==> config.mk <==
export PLATFORM = sky130hd
export DESIGN_NAME = burst_colgen
export DESIGN_NICKNAME = d
export VERILOG_FILES = /design/src/rtl/burst_pkg.sv /design/src/rtl/burst_seq.sv /design/src/rtl/burst_addr.sv /design/src/rtl/burst_colgen.sv
export SDC_FILE = /design/constraint.sdc
export NUM_CORES = 1
export LEC_CHECK = 0
export BUFFER_PORTS_ARGS = -buffer_cell sky130_fd_sc_hd__clkbuf_2
export CORE_AREA = 2 2 55 57
export DETAILED_ROUTE_END_ITERATION = 6
export DIE_AREA = 0 0 57 59
export GPL_ROUTABILITY_DRIVEN = 0
export GPL_TIMING_DRIVEN = 0
export PLACE_DENSITY_LB_ADDON = 0.25
export REMOVE_ABC_BUFFERS = 1
export SLEW_MARGIN = 20
export SYNTH_ARGS = -nofsm -noshare
export SYNTH_HDL_FRONTEND = slang
export SYNTH_HIERARCHICAL = 1
export SYNTH_SLANG_ARGS = --single-unit
==> constraint.sdc <==
create_clock -name clk -period 2.6 [get_ports clk]
set_input_delay 0.52 -clock clk [delete_from_list [all_inputs] [get_ports clk]]
set_output_delay 0.52 -clock clk [all_outputs]
set_load 0.005 [all_outputs]
==> src/rtl/burst_pkg.sv <==
// Shared definitions for the burst column generator.
// Assumes column width of at least 3 bits.
package burst_pkg;
    localparam logic [2:0] LEN_1    = 3'b000;
    localparam logic [2:0] LEN_2    = 3'b001;
    localparam logic [2:0] LEN_4    = 3'b010;
    localparam logic [2:0] LEN_8    = 3'b011;
    localparam logic [2:0] LEN_ROW  = 3'b111;

    // Offset mask of the aligned block for a code; reserved codes give a single beat.
    function automatic logic [7:0] blk_mask(input logic [2:0] code);
        case (code)
            LEN_2:   blk_mask = 8'h01;
            LEN_4:   blk_mask = 8'h03;
            LEN_8:   blk_mask = 8'h07;
            default: blk_mask = 8'h00;
        endcase
    endfunction
endpackage

==> src/rtl/burst_seq.sv <==
// Beat sequencer: holds the burst context loaded by a start and steps the beat count.
// Assumes one beat per clock; a start has priority over stop and over burst end.
module burst_seq
    import burst_pkg::*;
#(
    parameter int COL_W = 8
) (
    input  logic             clk,
    input  logic             rst_n,
    input  logic             start_i,
    input  logic [COL_W-1:0] start_col_i,
    input  logic [2:0]       len_code_i,
    input  logic             order_i,
    input  logic             stop_i,
    output logic             act_o,
    output logic [COL_W-1:0] base_o,
    output logic [COL_W-1:0] cnt_o,
    output logic [COL_W-1:0] mask_o,
    output logic             row_o,
    output logic             ilv_o,
    output logic             last_o
);
    logic [COL_W-1:0] mask_new;

    // Widen the package block mask to the column width.
    always_comb begin
        mask_new = '0;
        mask_new[2:0] = blk_mask(len_code_i)[2:0];
        if (len_code_i == LEN_ROW) mask_new = '1;
    end

    // Final beat of a fixed-length burst.
    assign last_o = act_o && !row_o && (cnt_o == mask_o);

    // Burst context and beat counter update.
    always_ff @(posedge clk) begin
        if (!rst_n) begin
            act_o  <= 1'b0;
            base_o <= '0;
            cnt_o  <= '0;
            mask_o <= '0;
            row_o  <= 1'b0;
            ilv_o  <= 1'b0;
        end else if (start_i) begin
            act_o  <= 1'b1;
            base_o <= start_col_i;
            cnt_o  <= '0;
            mask_o <= mask_new;
            row_o  <= (len_code_i == LEN_ROW);
            ilv_o  <= order_i && (len_code_i != LEN_ROW);
        end else if (act_o) begin
            if (stop_i || last_o) act_o <= 1'b0;
            else                  cnt_o <= cnt_o + 1'b1;
        end
    end
endmodule

==> src/rtl/burst_addr.sv <==
// Column mapper: turns base column and beat count into the beat's column.
// Assumes mask is a contiguous low-bit mask (all ones in full-row mode).
module burst_addr #(
    parameter int COL_W = 8
) (
    input  logic [COL_W-1:0] base_i,
    input  logic [COL_W-1:0] cnt_i,
    input  logic [COL_W-1:0] mask_i,
    input  logic             ilv_i,
    output logic [COL_W-1:0] col_o
);
    logic [COL_W-1:0] sum;
    logic [COL_W-1:0] xr;

    // Candidate offsets for the two orderings.
    assign sum = base_i + cnt_i;
    assign xr  = base_i ^ cnt_i;

    // Per-bit choice: fixed upper bits, ordered lower bits.
    for (genvar b = 0; b < COL_W; b++) begin : g_bit
        assign col_o[b] = !mask_i[b] ? base_i[b] : (ilv_i ? xr[b] : sum[b]);
    end
endmodule

==> src/rtl/burst_colgen.sv <==
// Top of the burst column address generator.
// Assumes the caller issues legal starts; outputs come from registered state.
module burst_colgen #(
    parameter int COL_W = 8
) (
    input  logic             clk,
    input  logic             rst_n,
    input  logic             start_i,
    input  logic [COL_W-1:0] start_col_i,
    input  logic [2:0]       len_code_i,
    input  logic             order_i,
    input  logic             stop_i,
    output logic             beat_vld_o,
    output logic [COL_W-1:0] beat_col_o,
    output logic             beat_last_o
);
    logic [COL_W-1:0] base, cnt, mask;
    logic             row, ilv;

    burst_seq #(.COL_W(COL_W)) u_seq (
        .clk(clk), .rst_n(rst_n), .start_i(start_i), .start_col_i(start_col_i),
        .len_code_i(len_code_i), .order_i(order_i), .stop_i(stop_i),
        .act_o(beat_vld_o), .base_o(base), .cnt_o(cnt), .mask_o(mask),
        .row_o(row), .ilv_o(ilv), .last_o(beat_last_o)
    );

    burst_addr #(.COL_W(COL_W)) u_addr (
        .base_i(base), .cnt_i(cnt), .mask_i(mask), .ilv_i(ilv), .col_o(beat_col_o)
    );
endmodule

==> results.md <==
* Status: finished, violations left
* Failing checks: setup timing
* Hold Violations, Final at 0
* WL final at between 3000 and 4000 um
* Yosys warns at 6
* Async SR Flop Fraction at 0
* Area delta synth->final at 24.59%
* Final Critical Period at between 2 and 3 ns
* Fillcell total at 248
* Antenna-violating nets left at 0
* Final WS setup at -0.1677 ns
* Yosys top cell by area: dfxtp_1
* Number of distinct library cells after synthesis at 44
* Clock Path Buffers at 2
* Die width at 57 um
* Worst skew pair latency at between 0.3 and 0.4 ns
* FF/Latch Area at between 400 and 500 um2
* Fin crit share at 1.065
* ANT cells at 0
* Largest net degree at the start of global routing at 21
* Initial antenna violation count at 0
* Delay-heaviest family, CP: compound AO/OA/AOI/OAI gates
* Setup Skew at 0.001532 ns
* Hpwl dp at between 2000 and 2500 um
* Register area share after synthesis at 0.3016
* # IOs at 26
* First drt pass iteration count at 4
* Post-synth EDFFs at 0
* CTS tree: done
* Buf+Inv Stages, Crit Path at 1
* Power per cell area at a little over 400 nW/um2
* Least-Margin Pin Slew at between 0.5 and 0.6 ns
* Via Count at 1,319
* Die Y at between 50 and 60 um
* Placed cell areas at about 1600 um2
* Worst-path cell chain: ha_4 > a211oi_2 > o21bai_1 > a21oi_2 > o32a_1 > or4_1 > clkbuf_2
* Layout Nets at about 220
* Top post-synthesis cells by area: dfxtp_1, mux2i_1, ha_1
* HP Class: input pin to flip-flop
* Max-cap violations at 0
* CP max stage cell: or4_1
* Fin area at between 1500 and 2000 um2
* Clock Tree Root: clkbuf_4
* Max-slew headroom at 0.6456
* Cts bufs inserted at 3
* Reg clk slew, reported paths at roughly 0.13 ns
* Max incr delay on CP at 0.50 ns
* WL/cell at ~14 um
* Post-Syn Area at roughly 1500 um2
* Area of the multi-input gates at 1031 um2
* LEAKAGE at 0.7500 nW
* Routed vias/inst at between 5 and 6
* Post-route DRC at 0
* Setup CP Type: flip-flop to output pin
* VDD IR max at approximately 0.36 mV
* Most frequent cells after synthesis: dfxtp_1, mux2i_1, nand2_1, nor2b_1, nor2_1
* DRT iter0 DRCs at 55
* Port buffer count at 25
* H-tree level count at 1
* Max Slew Vio Count at 0
* Hold Crit Start: start_col_i[4]
* CP endpoint kind: output pin
* Hold EP: u_seq/base_o[4]
* First-pass GRT wire length at approximately 5700 um
* Arrival @ worst endpoint at 2.25 ns
* Synthesized area per cell at around 8.8 um2
* Max Freq at 361.3 MHz
* R2r setup slk at 0.85 ns
* #FFs+latches synth at 22
* RR Startpoint: u_seq/mask_o[6]
* Global-route total usage across every layer at 0.2114
* Max FO, Critical Path at 3
* Required time of the critical path at ~2.1 ns
* Number of global-route vias before repair at roughly 1,300
* Top-area cell type share of the netlist area at 0.3016
* Reg-to-reg critical path endpoint: u_seq/act_o
* Clk sinks at 22
* Cells on Worst Hold Path at 3
* Main synth FF type: dfxtp_1
* Startpoint Class: flip-flop
* Setup violators final at 3
* Most common cell in the synthesized netlist: dfxtp_1
* GRT overflow at 0
* Post-Synthesis Cells at around 170
* Die area at roughly 3400 um2
* Layout cells sized above 1 at 0.3283
* Starting Density at 0.5388
* RSZ-0062 raised after global routing: yes
* Core Box Area at around 2700 um2
* R2R depth at 4
* Final core occ at 0.6713
* FP Rows at 19
[through the flow]
step / power [mW] / instances / worst slack, ns / hold slack, ns / TNS, ns
2_1_floorplan: 0.4327 / 157 / 0.2298 / 0.4864 / 0
3_3_place_gp: 0.4723 / 213 / -0.05871 / 0.5135 / -0.05871
3_5_place_dp: 0.4775 / 213 / -0.08683 / 0.5161 / -0.08683
4_1_cts: 0.7536 / 226 / -0.1131 / 0.4530 / -0.2192
5_1_grt: 0.7854 / 229 / -0.2803 / 0.4600 / -0.6915
6_report: 0.7476 / 229 / -0.1677 / 0.4630 / -0.2827
[what timing repair did]
item,4_1_cts,5_1_grt
pin swaps,5,9
hold buffers,0,0
setup buffers,9,3
endpoints found under the setup margin,4,4
resized for setup,26,4
[state kept, by name, indices dropped and copies added, names as in the netlist]
name and flops:
u_seq/mask_o 4, u_seq/cnt_o 8, u_seq/act_o 1, u_seq/ilv_o 1, u_seq/base_o 8
[how the worst max path moves through the flow]
stage / startpoint / to / slack, ns / cells past startpoint
floorplan: u_seq/cnt_o[1] / beat_col_o[7] / 0.23 / 6
global placement: u_seq/cnt_o[1] / beat_col_o[7] / -0.06 / 7
detailed placement: u_seq/cnt_o[1] / beat_col_o[7] / -0.09 / 7
CTS: u_seq/cnt_o[0] / beat_col_o[6] / -0.11 / 8
global route: u_seq/base_o[1] / beat_col_o[7] / -0.28 / 7
finish: u_seq/cnt_o[1] / beat_col_o[7] / -0.17 / 7
[area by class of cell]
type / instances / area share
Multi-Input combinational cell: 132 / 0.5667
Sequential cell: 22 / 0.2545
Timing Repair Buffer: 37 / 0.1224
Tap cell: 31 / 0.02132
Clock inverter: 1 / 0.01651
Clock buffer: 3 / 0.01238
Inverter: 3 / 0.006190
[placed cells by master, fill, tap and decap left out, types with 2 or more instances in the layout]
cell type	n
dfxtp_1	14
ha_4	4
o21ai_1	2
ha_1	4
clkbuf_4	3
a211oi_2	2
and2_1	2
nand2_1	12
buf_6	2
nand2b_1	5
dfxtp_4	5
a21oi_1	9
o21ai_0	5
nand4_1	2
or4_1	3
inv_1	3
dfxtp_2	3
a21boi_0	4
xor2_1	4
nor2_1	11
nor2b_1	12
a31oi_1	3
xnor2_1	5
buf_4	10
buf_2	2
nand3_1	6
mux2i_1	12
o211ai_1	2
clkbuf_2	23
[report_power, final]
part | leakage (nW) | switching, mW | internal (mW)
clock network | 0.0279 | 0.112 | 0.156
registers | 0.185 | 0.0169 | 0.346
logic | 0.537 | 0.0536 | 0.0633
total | 0.750 | 0.182 | 0.565
[per-layer routing]
metal / global-route usage / routed length (um)
met5: 0 / 0
met4: 0.07641 / 15
met3: 0.03275 / 120
met2: 0.3941 / 1727
met1: 0.2449 / 1394
[worst register-to-register path: cells and delay by family (launching register included)]
kind               cells  cell delay [ns]
AOI/OAI and AO/OA      2             0.32
DFF                    1             0.50
and+or+nand+nor        2             0.84
[cells by family after synthesis]
group	after synthesis	synth area share
and+or+nand+nor	63	0.2468
AOI/OAI and AO/OA	37	0.1705
DFF	22	0.3016
muxes	14	0.09769
buffers and inverters	12	0.04713
xor gates and xnor gates	9	0.05398
adders and majority gates	9	0.08227
Power figures use the tool's default switching activity.
